<file path="config.mk">
export PLATFORM = sky130hd
export DESIGN_NAME = ecc_sector_scan
export DESIGN_NICKNAME = d
export VERILOG_FILES = /design/src/rtl/ecc_scan_pkg.sv /design/src/rtl/ecc_entry_classify.sv /design/src/rtl/ecc_err_tally.sv /design/src/rtl/ecc_scan_fsm.sv /design/src/rtl/ecc_sector_scan.sv
export SDC_FILE = /design/constraint.sdc
export NUM_CORES = 1
export LEC_CHECK = 0
export BUFFER_PORTS_ARGS = -buffer_cell sky130_fd_sc_hd__buf_2
export CAP_MARGIN = 20
export CORE_ASPECT_RATIO = 0.5
export CORE_MARGIN = 10
export CORE_UTILIZATION = 50
export DETAILED_ROUTE_END_ITERATION = 8
export PLACE_DENSITY = 0.8
export SLEW_MARGIN = 30
export SYNTH_ARGS = -nofsm -noshare
export SYNTH_HDL_FRONTEND = slang
export SYNTH_SLANG_ARGS = --single-unit
</file>
<file path="constraint.sdc">
create_clock -name clk_i -period 3.1 [get_ports clk_i]
set_input_delay 0.465 -clock clk_i [delete_from_list [all_inputs] [get_ports clk_i]]
set_output_delay 0.465 -clock clk_i [all_outputs]
set_load 0.05 [all_outputs]
</file>
<file path="src/rtl/ecc_scan_pkg.sv">
package ecc_scan_pkg;
  typedef enum logic [2:0] {
    ST_IDLE,
    ST_REQ,
    ST_CAPT,
    ST_SCAN,
    ST_DONE
  } scan_state_e;

  typedef enum logic [1:0] {
    ENT_CLEAN,
    ENT_FIX,
    ENT_BAD
  } ent_class_e;
endpackage

</file>
<file path="src/rtl/ecc_entry_classify.sv">
module ecc_entry_classify
  import ecc_scan_pkg::*;
#(
  parameter int ENTRY_W = 8,
  parameter int CNT_W   = 5
) (
  input  logic [ENTRY_W-1:0] entry_i,
  output ent_class_e         cls_o,
  output logic [CNT_W-1:0]   cnt_o
);
  // status in [1:0], count above it, top bit unused
  always_comb begin
    unique case (entry_i[1:0])
      2'b00:   cls_o = ENT_CLEAN;
      2'b01:   cls_o = ENT_FIX;
      default: cls_o = ENT_BAD;
    endcase
  end

  assign cnt_o = entry_i[2 +: CNT_W];
endmodule

</file>
<file path="src/rtl/ecc_err_tally.sv">
module ecc_err_tally #(
  parameter int CNT_W = 5,
  parameter int TOT_W = 9
) (
  input  logic             clk_i,
  input  logic             rst_ni,
  input  logic             clear_i,
  input  logic             add_i,
  input  logic [CNT_W-1:0] cnt_i,
  output logic [CNT_W-1:0] max_o,
  output logic [TOT_W-1:0] total_o
);

  always_ff @(posedge clk_i or negedge rst_ni) begin
    if (!rst_ni) begin
      max_o   <= '0;
      total_o <= '0;
    end else if (clear_i) begin
      max_o   <= '0;
      total_o <= '0;
    end else if (add_i) begin
      total_o <= total_o + TOT_W'(cnt_i);
      if (cnt_i > max_o) max_o <= cnt_i;
    end
  end
endmodule

</file>
<file path="src/rtl/ecc_scan_fsm.sv">
module ecc_scan_fsm
  import ecc_scan_pkg::*;
#(
  parameter int STAT_W    = 32,
  parameter int ENTRY_W   = 8,
  parameter int MAX_WORDS = 4,
  localparam int ENTRIES  = STAT_W / ENTRY_W,
  localparam int BYTE_W   = $clog2(ENTRIES),
  localparam int ADDR_W   = $clog2(MAX_WORDS),
  localparam int WORDS_W  = ADDR_W + 1,
  localparam int SECT_W   = ADDR_W + BYTE_W
) (
  input  logic               clk_i,
  input  logic               rst_ni,
  input  logic               start_i,
  input  logic [1:0]         page_size_i,
  input  logic               sector_1k_i,
  input  logic [STAT_W-1:0]  rd_data_i,
  input  ent_class_e         cls_i,
  output logic               rd_en_o,
  output logic [ADDR_W-1:0]  rd_addr_o,
  output logic [ENTRY_W-1:0] entry_o,
  output logic [SECT_W-1:0]  sector_o,
  output logic               scan_o,
  output logic               busy_o,
  output logic               done_o,
  output logic               fail_o,
  output logic               clear_o
);
  scan_state_e         state_q;
  logic [ADDR_W-1:0]   word_q;
  logic [BYTE_W-1:0]   byte_q;
  logic [STAT_W-1:0]   stat_q;
  logic [WORDS_W-1:0]  nwords_q;
  logic                fail_q;
  logic [1:0]          pg_eff;
  logic [5:0]          sectors;
  logic [WORDS_W-1:0]  words_calc;
  logic                last_word;
  logic                last_byte;

  // 2K/512 gives four sectors; each page code step doubles it
  always_comb begin
    pg_eff  = (page_size_i == 2'b11) ? 2'b10 : page_size_i;
    sectors = 6'd4 << pg_eff;
    if (sector_1k_i) sectors = sectors >> 1;
    words_calc = (sectors < 6'(ENTRIES)) ? WORDS_W'(1) : WORDS_W'(sectors / 6'(ENTRIES));
  end

  assign last_word = (WORDS_W'(word_q) + WORDS_W'(1)) == nwords_q;
  assign last_byte = byte_q == BYTE_W'(ENTRIES - 1);

  always_ff @(posedge clk_i or negedge rst_ni) begin
    if (!rst_ni) begin
      state_q  <= ST_IDLE;
      word_q   <= '0;
      byte_q   <= '0;
      stat_q   <= '0;
      nwords_q <= '0;
      fail_q   <= 1'b0;
    end else begin
      unique case (state_q)
        ST_IDLE: if (start_i) begin
          word_q   <= '0;
          nwords_q <= words_calc;
          fail_q   <= 1'b0;
          state_q  <= ST_REQ;
        end
        ST_REQ: state_q <= ST_CAPT;
        ST_CAPT: begin
          stat_q <= rd_data_i;
          byte_q <= '0;
          if (rd_data_i != '0) state_q <= ST_SCAN;
          else if (last_word)  state_q <= ST_DONE;  // zero word skipped
          else begin
            word_q  <= word_q + ADDR_W'(1);
            state_q <= ST_REQ;
          end
        end
        ST_SCAN: begin
          if (cls_i == ENT_BAD) begin
            fail_q  <= 1'b1;
            state_q <= ST_DONE;
          end else if (last_byte) begin
            if (last_word) state_q <= ST_DONE;
            else begin
              word_q  <= word_q + ADDR_W'(1);
              state_q <= ST_REQ;
            end
          end else begin
            byte_q <= byte_q + BYTE_W'(1);
          end
        end
        ST_DONE: state_q <= ST_IDLE;
        default: state_q <= ST_IDLE;
      endcase
    end
  end

  assign rd_en_o   = state_q == ST_REQ;
  assign rd_addr_o = word_q;
  assign entry_o   = stat_q[byte_q*ENTRY_W +: ENTRY_W];
  assign sector_o  = {word_q, byte_q};
  assign scan_o    = state_q == ST_SCAN;
  assign busy_o    = state_q != ST_IDLE;
  assign done_o    = state_q == ST_DONE;
  assign fail_o    = fail_q;
  assign clear_o   = (state_q == ST_IDLE) && start_i;
endmodule

</file>
<file path="src/rtl/ecc_sector_scan.sv">
module ecc_sector_scan
  import ecc_scan_pkg::*;
#(
  parameter int STAT_W    = 32,
  parameter int ENTRY_W   = 8,
  parameter int CNT_W     = 5,
  parameter int MAX_WORDS = 4,
  localparam int ENTRIES  = STAT_W / ENTRY_W,
  localparam int ADDR_W   = $clog2(MAX_WORDS),
  localparam int SECT_W   = ADDR_W + $clog2(ENTRIES),
  localparam int TOT_W    = CNT_W + $clog2(MAX_WORDS * ENTRIES)
) (
  input  logic              clk_i,
  input  logic              rst_ni,
  input  logic              start_i,
  input  logic [1:0]        page_size_i,
  input  logic              sector_1k_i,
  output logic              rd_en_o,
  output logic [ADDR_W-1:0] rd_addr_o,
  input  logic [STAT_W-1:0] rd_data_i,
  output logic              evt_valid_o,
  output logic [SECT_W-1:0] evt_sector_o,
  output logic [CNT_W-1:0]  evt_count_o,
  output logic              busy_o,
  output logic              done_o,
  output logic              fail_o,
  output logic [CNT_W-1:0]  max_o,
  output logic [TOT_W-1:0]  total_o
);
  logic [ENTRY_W-1:0] entry;
  ent_class_e         cls;
  logic               scan;
  logic               clear;

  ecc_scan_fsm #(
    .STAT_W(STAT_W), .ENTRY_W(ENTRY_W), .MAX_WORDS(MAX_WORDS)
  ) u_fsm (
    .clk_i, .rst_ni, .start_i, .page_size_i, .sector_1k_i, .rd_data_i,
    .cls_i(cls), .rd_en_o, .rd_addr_o, .entry_o(entry), .sector_o(evt_sector_o),
    .scan_o(scan), .busy_o, .done_o, .fail_o, .clear_o(clear)
  );

  ecc_entry_classify #(.ENTRY_W(ENTRY_W), .CNT_W(CNT_W)) u_cls (
    .entry_i(entry), .cls_o(cls), .cnt_o(evt_count_o)
  );

  // only correctable entries raise an event
  assign evt_valid_o = scan && (cls == ENT_FIX);

  ecc_err_tally #(.CNT_W(CNT_W), .TOT_W(TOT_W)) u_tally (
    .clk_i, .rst_ni, .clear_i(clear), .add_i(evt_valid_o), .cnt_i(evt_count_o),
    .max_o, .total_o
  );
endmodule

</file>
# == Word level (Yosys, flattened, before mapping) ==
# Index checks and enable logic that the tools add are counted.
# word_totals
ff_bits,57
in_bits,38
out_inout_bits,30
wordCells,77
# op_classes
n_addsub,4
magnitude_cmp,2
eq_ne,17
shift,2
muxes,27
n_reduce_logical,17
# op_table
cell,count
$reduce_bool A32 Y1,1
$shiftx A32 B6 Y7,1
$mux W3,6
$mux W9,2
$mux W2,8
$mux W5,3
$pmux W3 S4,1
$add A9 B5 Y9,1
$ne A2 B2 Y1 const B,4
$pmux W2 S2,2
$reduce_bool A2 Y1,4
$eq A2 B2 Y1 const B,3
$eq A3 B2 Y1 const B,2
$lt A6 B3 Y1 const B,1
$mux W6,1
$pmux W2 S3,1
$reduce_and A2 Y1,3
$reduce_and A3 Y1,2
$reduce_bool A3 Y1,2
$shl A3 B2 Y6 const A,1
$gt A5 B5 Y1,1
$reduce_and A5 Y1,1
$add A2 B1 Y2 const B,2
$eq A2 B1 Y1 const B,2
other kinds (11),14

# == Depth between registers and ports, before layout ==
# Gate-level depths: netlist of run 1.
# logic_depth
word_depth,7
ltp_mapped,9
mapped_depth_nobuf,8

# == Modules after synthesis ==
# From an unflattened synthesis of run 1, not the netlist that was laid out.
# hier_totals
hier_cells,325
hier_area_um2,3085.5
# modules_own_cells
module,instances,cells_per_inst,area_per_inst_um2,seq_area_each_um2
ecc_scan_fsm,1,222,2098.3,1076.0
ecc_err_tally,1,95,930.9,350.3
ecc_entry_classify,1,7,47.5,0.0
ecc_sector_scan,1,1,8.8,0.0

# == Worst setup path before layout of run 1 ==
# Ideal clock, no wire load.
# synth_path
path_type,register to register
from,register u_fsm.byte_q[1]
to,register u_tally.max_o[1]
setup_ns,0.125
arrival_ns,2.951
required_time_ns,2.975
path_slack_ns,0.025
stages_incl_launch_ff,8
path_buffers,1
period_less_slack_ns,3.075
path_cell_list,dfrtp_1 -> clkbuf_1 -> mux4_2 -> ha_1 -> a21oi_1 -> a21boi_0 -> o221ai_2 -> mux2_2
# synth_via
word_cells_on_any_way,13
cone_classes,order compare (1); eq/ne (2); shift (1); mux (4); reduce/logical (5)
# synth_rtl
element,line_no,text
start: declaration,ecc_scan_fsm.sv:32,logic [BYTE_W-1:0] byte_q;
start signal: assignment,ecc_scan_fsm.sv:91,byte_q <= byte_q + BYTE_W'(1);
$shiftx A32 B6 Y7,ecc_scan_fsm.sv:102,assign entry_o = stat_q[byte_q*ENTRY_W +: ENTRY_W];
named net evt_count_o[3],ecc_sector_scan.sv:23,"output logic [CNT_W-1:0] evt_count_o,"
$gt A5 B5 Y1,ecc_err_tally.sv:23,if (cnt_i > max_o) max_o <= cnt_i;
$reduce_bool A2 Y1 (no source line),--,
$reduce_and A2 Y1 (no source line),--,
end signal: assignment,ecc_err_tally.sv:23,
end: declaration,ecc_err_tally.sv:10,"output logic [CNT_W-1:0] max_o,"
# The timed path passes the listed nets, and every way through them passes these cells. The select of a mux whose other input is x is not followed.
# A chain may end at the register's enable or synchronous reset.

# == Worst setup path after layout of run 1 ==
# layout_path
from,register u_fsm.byte_q[0]
to,output evt_valid_o
# layout_via
elab_chain_cells,5
word_cells_on_any_way,6
cone_classes,eq/ne (2); shift (1); mux (1); reduce/logical (2)
# layout_rtl
element,line_no,text
$shiftx A32 B6 Y7 *,ecc_scan_fsm.sv:102,
$eq A2 B1 Y1 or $logic_not A2 Y1 (tied branches),ecc_entry_classify.sv:13,unique case (entry_i[1:0])
$pmux W2 S2 *,ecc_entry_classify.sv:13,
$eq A2 B1 Y1 *,ecc_sector_scan.sv:48,assign evt_valid_o = scan && (cls == ENT_FIX);
$logic_and A1 B1 Y1 *,ecc_sector_scan.sv:48,
end: declaration,ecc_sector_scan.sv:21,"output logic evt_valid_o,"
# Every way passes the cells marked *; elsewhere a longest branch is shown, timed or not.

==> results of run 1 <==
per-layer routing:
metal	global-route usage, %	vias to the layer above	wire, um
met1	19.0	1074	3180
met3	4.13	11	350
li1	-	1005	-
met4	4.89	0	93
met2	26.3	56	3430
met5	0	-	0
sequential cells by signal, summed over array words and instances (netlist names):
signal	cells
u_fsm.fail_o	1
u_fsm.state_q	3
u_fsm.byte_q	2
u_fsm.stat_q	28
u_tally.total_o	9
u_tally.max_o	5
u_fsm.rd_addr_o	2
u_fsm.nwords_q	3
cells in the final DEF (no fill, tap or decap), types with 3 or more instances in the layout:
master	count
a21oi_1	9
a22o_1	4
buf_2	67
buf_4	5
clkbuf_16	5
dfrtp_1	53
ha_1	12
inv_1	7
mux2_2	34
mux2i_1	6
mux4_2	7
nand2_1	10
nand2b_1	4
nand3_1	3
nand4_1	3
nor2_1	16
nor2b_1	3
nor4_1	8
o21ai_0	6
o31ai_1	4
or3_1	4
xnor2_1	3
xor2_1	5
layout make-up:
class                      instances  area (um2)  area share [%]
multi-input combinational        165        1410            41.4
inverter                           7        26.3           0.774
clock buffer                       7         143            4.20
clock inverter                     1        30.0           0.885
sequential                        53        1330            39.1
tap                               73        91.3            2.69
timing repair buffer              72         373            11.0
through the flow:
step / total power, mW / cells / area, um2 / hold slack [ns]
after global placement: 3.43 / 370 / 3220 / 0.489
after CTS: 4.21 / 378 / 3390 / 0.273
after global routing: 4.47 / 378 / 3390 / 0.311
after detailed placement: 3.53 / 370 / 3220 / 0.495
after floorplan: 3.00 / 235 / 2820 / 0.169
final: 4.19 / 378 / 3390 / 0.253
power by group:
| group | switching (mW) | total (mW) | internal (mW) |
|---|---|---|---|
| combinational | 1.39 | 2.30 | 0.909 |
| sequential | 0.254 | 1.25 | 0.994 |
| clock | 0.244 | 0.648 | 0.404 |
| total | 1.89 | 4.19 | 2.31 |
worst max-delay path by stage:
| stage | start | to | slack (ns) |
|---|---|---|---|
| after floorplan | u_fsm.byte_q[1]$_DFFE_PN0P_ | u_tally.max_o[1]$_DFFE_PN0P_ | 0.02 |
| final | u_fsm.byte_q[0]$_DFFE_PN0P_ | evt_valid_o | 0.27 |
| after CTS | u_fsm.byte_q[0]$_DFFE_PN0P_ | evt_valid_o | 0.26 |
| after detailed placement | u_fsm.byte_q[0]$_DFFE_PN0P_ | u_tally.max_o[4]$_DFFE_PN0P_ | 0.34 |
| after global placement | u_fsm.byte_q[0]$_DFFE_PN0P_ | u_tally.max_o[3]$_DFFE_PN0P_ | 0.48 |
| after global routing | u_fsm.byte_q[0]$_DFFE_PN0P_ | u_tally.max_o[4]$_DFFE_PN0P_ | 0.14 |
cells by family after synthesis:
kind of cell	count (synthesis)
AOI/OAI and AO/OA	36
buffers and inverters	17
xor gates and xnor gates	8
adders and majority gates	13
and+or+nand+nor	61
DFF	53
muxes	47
==> run_results.csv, run 1 <==
group,metric,value,unit
worst_setup_path,crit_path_max_incr_delay,0.58,ns
finish,synthToLayoutAreaGrowth,20.5,%
worst_setup_path,critPathLaunchType,"register",
yosys,synthMuxAreaShare,21.3,%
clock_tree,h-tree-depth,2,
yosys,async_flop_share,100,%
timing,finalSetupViolCount,0,
clock_tree,clk_pin_slew,0.07,ns
worst_setup_path,cp.arrival,2.37,ns
clock_tree,clock_sinks,53,
yosys,yosysMostFrequentCell,"dfrtp_1",
yosys,synth-adder-area-share,6.04,%
route,drcViolationCount,0,
worst_setup_path,path_cells,"buf_4 > mux4_2 > and4b_1 > buf_2",
clock_tree,cts_buffers,5,
yosys,synth_cells,235,
die,fp.dieW,126,um
clock_tree,postCtsResizedCells,0,
finish,final_util,62.1,%
global_routing,antenna_found_initial,0,
route,vias_per_cell,5.68,
worst_setup_path,critical_path_peak_fanout,6,
yosys,synth_top_family_by_area,"multiplexers",
global_routing,gr-total-overflow,0,
worst_setup_path,worst-r2r-cell-count,7,
clock_tree,root_buffer,"clkbuf_16",
global_routing,grt.total_usage,15.5,%
placement,gp_congestion,0.849,
worst_setup_path,rrSetupSlack,0.30,ns
finish,layout-drive-gt1-share,40.7,%
timing,max-slew-margin-rel,48.1,%
clock_tree,cts_tree,"built",
clock_tree,post-cts-setup-buffers,0,
route,post_drt_wl_per_cell,18.7,um
worst_setup_path,end_kind,"output port",
worst_setup_path,crit_family,"multiplexers",
die,start_util,51.5,%
yosys,synthesis.area,2820,um2
timing,finalCriticalPeriod,2.83,ns
global_routing,grt_pass1_wl,11.7,mm
run_status,run_status,"completed",
route,ant_nets,0,
yosys,synth-xor-area-share,2.49,%
worst_setup_path,r2r-start,"u_fsm.byte_q[0]$_DFFE_PN0P_",
finish,antenna_cells,0,
placement,dpl.hpwl,5.36,mm
placement,io_buffers,67,
clock_tree,hold_buffers,0,
yosys,yosys_warnings,0,
timing,tns,0,ns
timing,finalMaxSlewViolations,0,
yosys,yosys.area.top_type_share,47.1,%
timing,worst_pin_slew,0.779,ns
timing,min_period_over_period,91.4,%
die,num_rows,19,
global_routing,grt_pass1_vias,2335,
worst_setup_path,cp.buffers_inverters,2,
job,drv_cap,0,
worst_setup_path,cpMaxStageDelayCell,"mux4_2",
yosys,yosysTopAreaCell,"dfrtp_1",
worst_setup_path,critical_path_class,"register to output port",
power,irDropWorstVdd,539,uV
worst_setup_path,path_depth,4,
yosys,syn-num-nets,286,
yosys,synth_edf_count,0,
yosys,synth_area_leaders,"dfrtp_1 47%, mux2_2 14%, mux4_2 5.6%, ha_1 5.3%, nor2_1 2.3%",
clock_tree,clk_latency,0.29,ns
timing,fin_skew,0.00896,ns
die,core,5470,um2
yosys,netlist_top_cells_count,"53 x dfrtp_1, 34 x mux2_2, 17 x nor2_1",
yosys,synth_area_per_cell,12.0,um2
yosys,ys_seq_elements,53,
finish,nNetsFinal,355,
die,io_pins,68,
yosys,synth_seq_area_share,47.1,%
timing,grt_setup_unrepaired,"false",
timing,fmaxAchievable,0.353,GHz
finish,fillers,429,
route,first_pass_iters,4,
route,drt_wl_total,7.05,mm
timing,hold_viol,0,
route,drtIter0Drc,113,
power,power.density,1240,nW/um2
global_routing,grt_max_degree,35,
min_path,min_path_type,"input port to asynchronous set/reset pin",
die,die-area,9220,um2
route,num_vias,2146,
timing,setup_ws,0.267,ns
worst_setup_path,r2r-end,"u_tally.max_o[4]$_DFFE_PN0P_",
power,p_leak,1.61,nW
die,die_h,73.1,um
placement,dp_slack,0.338,ns
yosys,ys.flop_type,"dfrtp_1",
yosys,synth_compound_area_share,8.71,%
clock_tree,clk_path_buf_depth,2,
worst_setup_path,required,2.63,ns
yosys,synth.distinct_cells,41,
yosys,yosys.area_share.simple,11.2,%
Note: power is estimated with default switching activity, not from simulation.
==> run 2: changes to the inputs <==
CORE_UTILIZATION = 43   (was 50)
CTS_CLUSTER_DIAMETER = 100   (was default)
PLACE_DENSITY = 0.71   (was 0.8)
==> run_results.csv, run 2 (same netlist as run 1, synthesis figures left out) <==
group,metric,value,unit
clock_tree,post-cts-setup-buffers,0,
finish,fillers,546,
route,drt_wl_total,7.07,mm
clock_tree,root_buffer,"clkbuf_16",
finish,multi_input_area,1410,um2
finish,synthToLayoutAreaGrowth,20.5,%
die,num_rows,20,
job,drv_cap,0,
power,p_leak,1.61,nW
global_routing,gr-total-overflow,0,
clock_tree,clk_latency,0.30,ns
die,die_h,77.2,um
finish,layout_common_cells,"67 x buf_2, 53 x dfrtp_1, 34 x mux2_2",
worst_setup_path,critical_path_peak_fanout,6,
timing,finalCriticalPeriod,2.83,ns
route,drcViolationCount,0,
run_status,run_status,"completed",
clock_tree,cts_buffers,5,
power,power.density,1210,nW/um2
timing,finalMaxSlewViolations,0,
timing,grt_setup_unrepaired,"false",
finish,nNetsFinal,355,
placement,gp_congestion,0.838,
placement,dpl.hpwl,5.50,mm
route,vias_per_cell,5.38,
clock_tree,clock_sinks,53,
die,io_pins,68,
timing,tns,0,ns
finish,layout-drive-gt1-share,41.0,%
route,drtIter0Drc,157,
worst_setup_path,cp.arrival,2.36,ns
route,num_vias,2113,
finish,largest_register_ffs,28,
finish,regMostFlops,"u_fsm.stat_q",
route,first_pass_iters,4,
timing,hold_slack,0.238,ns
clock_tree,cts_tree,"built",
timing,fmaxAchievable,0.353,GHz
die,core,6210,um2
finish,reg_top3,"u_fsm.stat_q: 28 flops, u_tally.total_o: 9 flops, u_tally.max_o: 5 flops",
die,die-area,10400,um2
placement,io_buffers,67,
global_routing,grt.total_usage,14.1,%
finish,layout_commonest_cell,"buf_2",
global_routing,grt_pass1_vias,2289,
die,fp.dieW,134,um
worst_setup_path,critPathLaunchType,"register",
timing,hold_viol,0,
clock_tree,clk_path_buf_depth,2,
timing,max-slew-margin-rel,48.2,%
clock_tree,h-tree-depth,2,
global_routing,grt_max_degree,35,
timing,finalSetupViolCount,0,
finish,seq_area,1330,um2
timing,fin_skew,0.00721,ns
die,start_util,45.4,%
worst_setup_path,required,2.63,ns
clock_tree,clk_pin_slew,0.07,ns
worst_setup_path,critical_path_class,"register to output port",
route,post_drt_wl_per_cell,18.0,um
route,ant_nets,0,
min_path,min_path_type,"input port to asynchronous set/reset pin",
timing,min_period_over_period,91.3,%
finish,antenna_cells,0,
power,irDropWorstVdd,402,uV
worst_setup_path,end_kind,"output port",
clock_tree,postCtsResizedCells,0,
global_routing,grt_pass1_wl,11.8,mm
clock_tree,hold_buffers,0,
global_routing,antenna_found_initial,0,
timing,worst_pin_slew,0.777,ns
-- run 2: cell types whose count changed in the layout (fill, tap and decap cells not counted) --
cell and delta:
bufinv_16 -1, clkbuf_1 -1, clkinv_2 +1, clkinv_4 +1
-- run 2: power breakdown --
| group | total, mW | switching [mW] | internal (mW) |
|---|---|---|---|
| clock network | 0.576 | 0.255 | 0.322 |
| registers | 1.25 | 0.255 | 0.994 |
| logic | 2.29 | 1.38 | 0.909 |
| total | 4.11 | 1.89 | 2.23 |
-- run 2: final timing paths --
check | from | endpoint | slack [ns] | cells after the start
setup / recovery | u_fsm.byte_q[0]$_DFFE_PN0P_ | evt_valid_o | 0.27 | 4
hold / removal | rst_ni | u_fsm.stat_q[2]$_DFFE_PN0P_ | 0.24 | 1
setup reg to reg | u_fsm.byte_q[0]$_DFFE_PN0P_ | u_tally.max_o[2]$_DFFE_PN0P_ | 0.36 | 7
hold reg to reg | u_fsm.stat_q[5]$_DFFE_PN0P_ | u_fsm.stat_q[5]$_DFFE_PN0P_ | 0.51 | 1
max in group asynchronous | rst_ni | u_fsm.stat_q[4]$_DFFE_PN0P_ | 2.10 | 2
min in group clk_i | page_size_i[1] | u_fsm.nwords_q[0]$_DFFE_PN0P_ | 0.40 | 2
-- run 2: routing by layer --
metal,routed length [um],GRT usage [%]
met1,3300,17.7
met2,3350,22.9
met3,272,3.51
met5,0,0
met4,146,5.51
-- run 2: metrics by stage --
stage	cell area (um2)	instances	worst slack (ns)	power, mW	utilization, %
after floorplan	2820	235	0.0247	3.00	-
after global placement	3240	385	0.476	3.44	52.2
after detailed placement	3240	385	0.365	3.54	52.2
after CTS	3390	393	0.277	4.14	54.7
after global routing	3390	393	0.179	4.40	54.7
final	3390	393	0.271	4.11	54.7
-- run 2: area by class of cell --
cell class,instances,area share [%]
clock buffer,6,4.09
multi-input combinational,165,41.4
inverter,7,0.774
sequential,53,39.1
tap,88,3.24
timing repair buffer,72,11.0
clock inverter,2,0.406
-- run 2: critical path: stages (launching register included) --
cell and delay (ns):
dfrtp_1 0.52, buf_4 0.22, mux4_2 0.57, and4b_1 0.43, buf_2 0.32
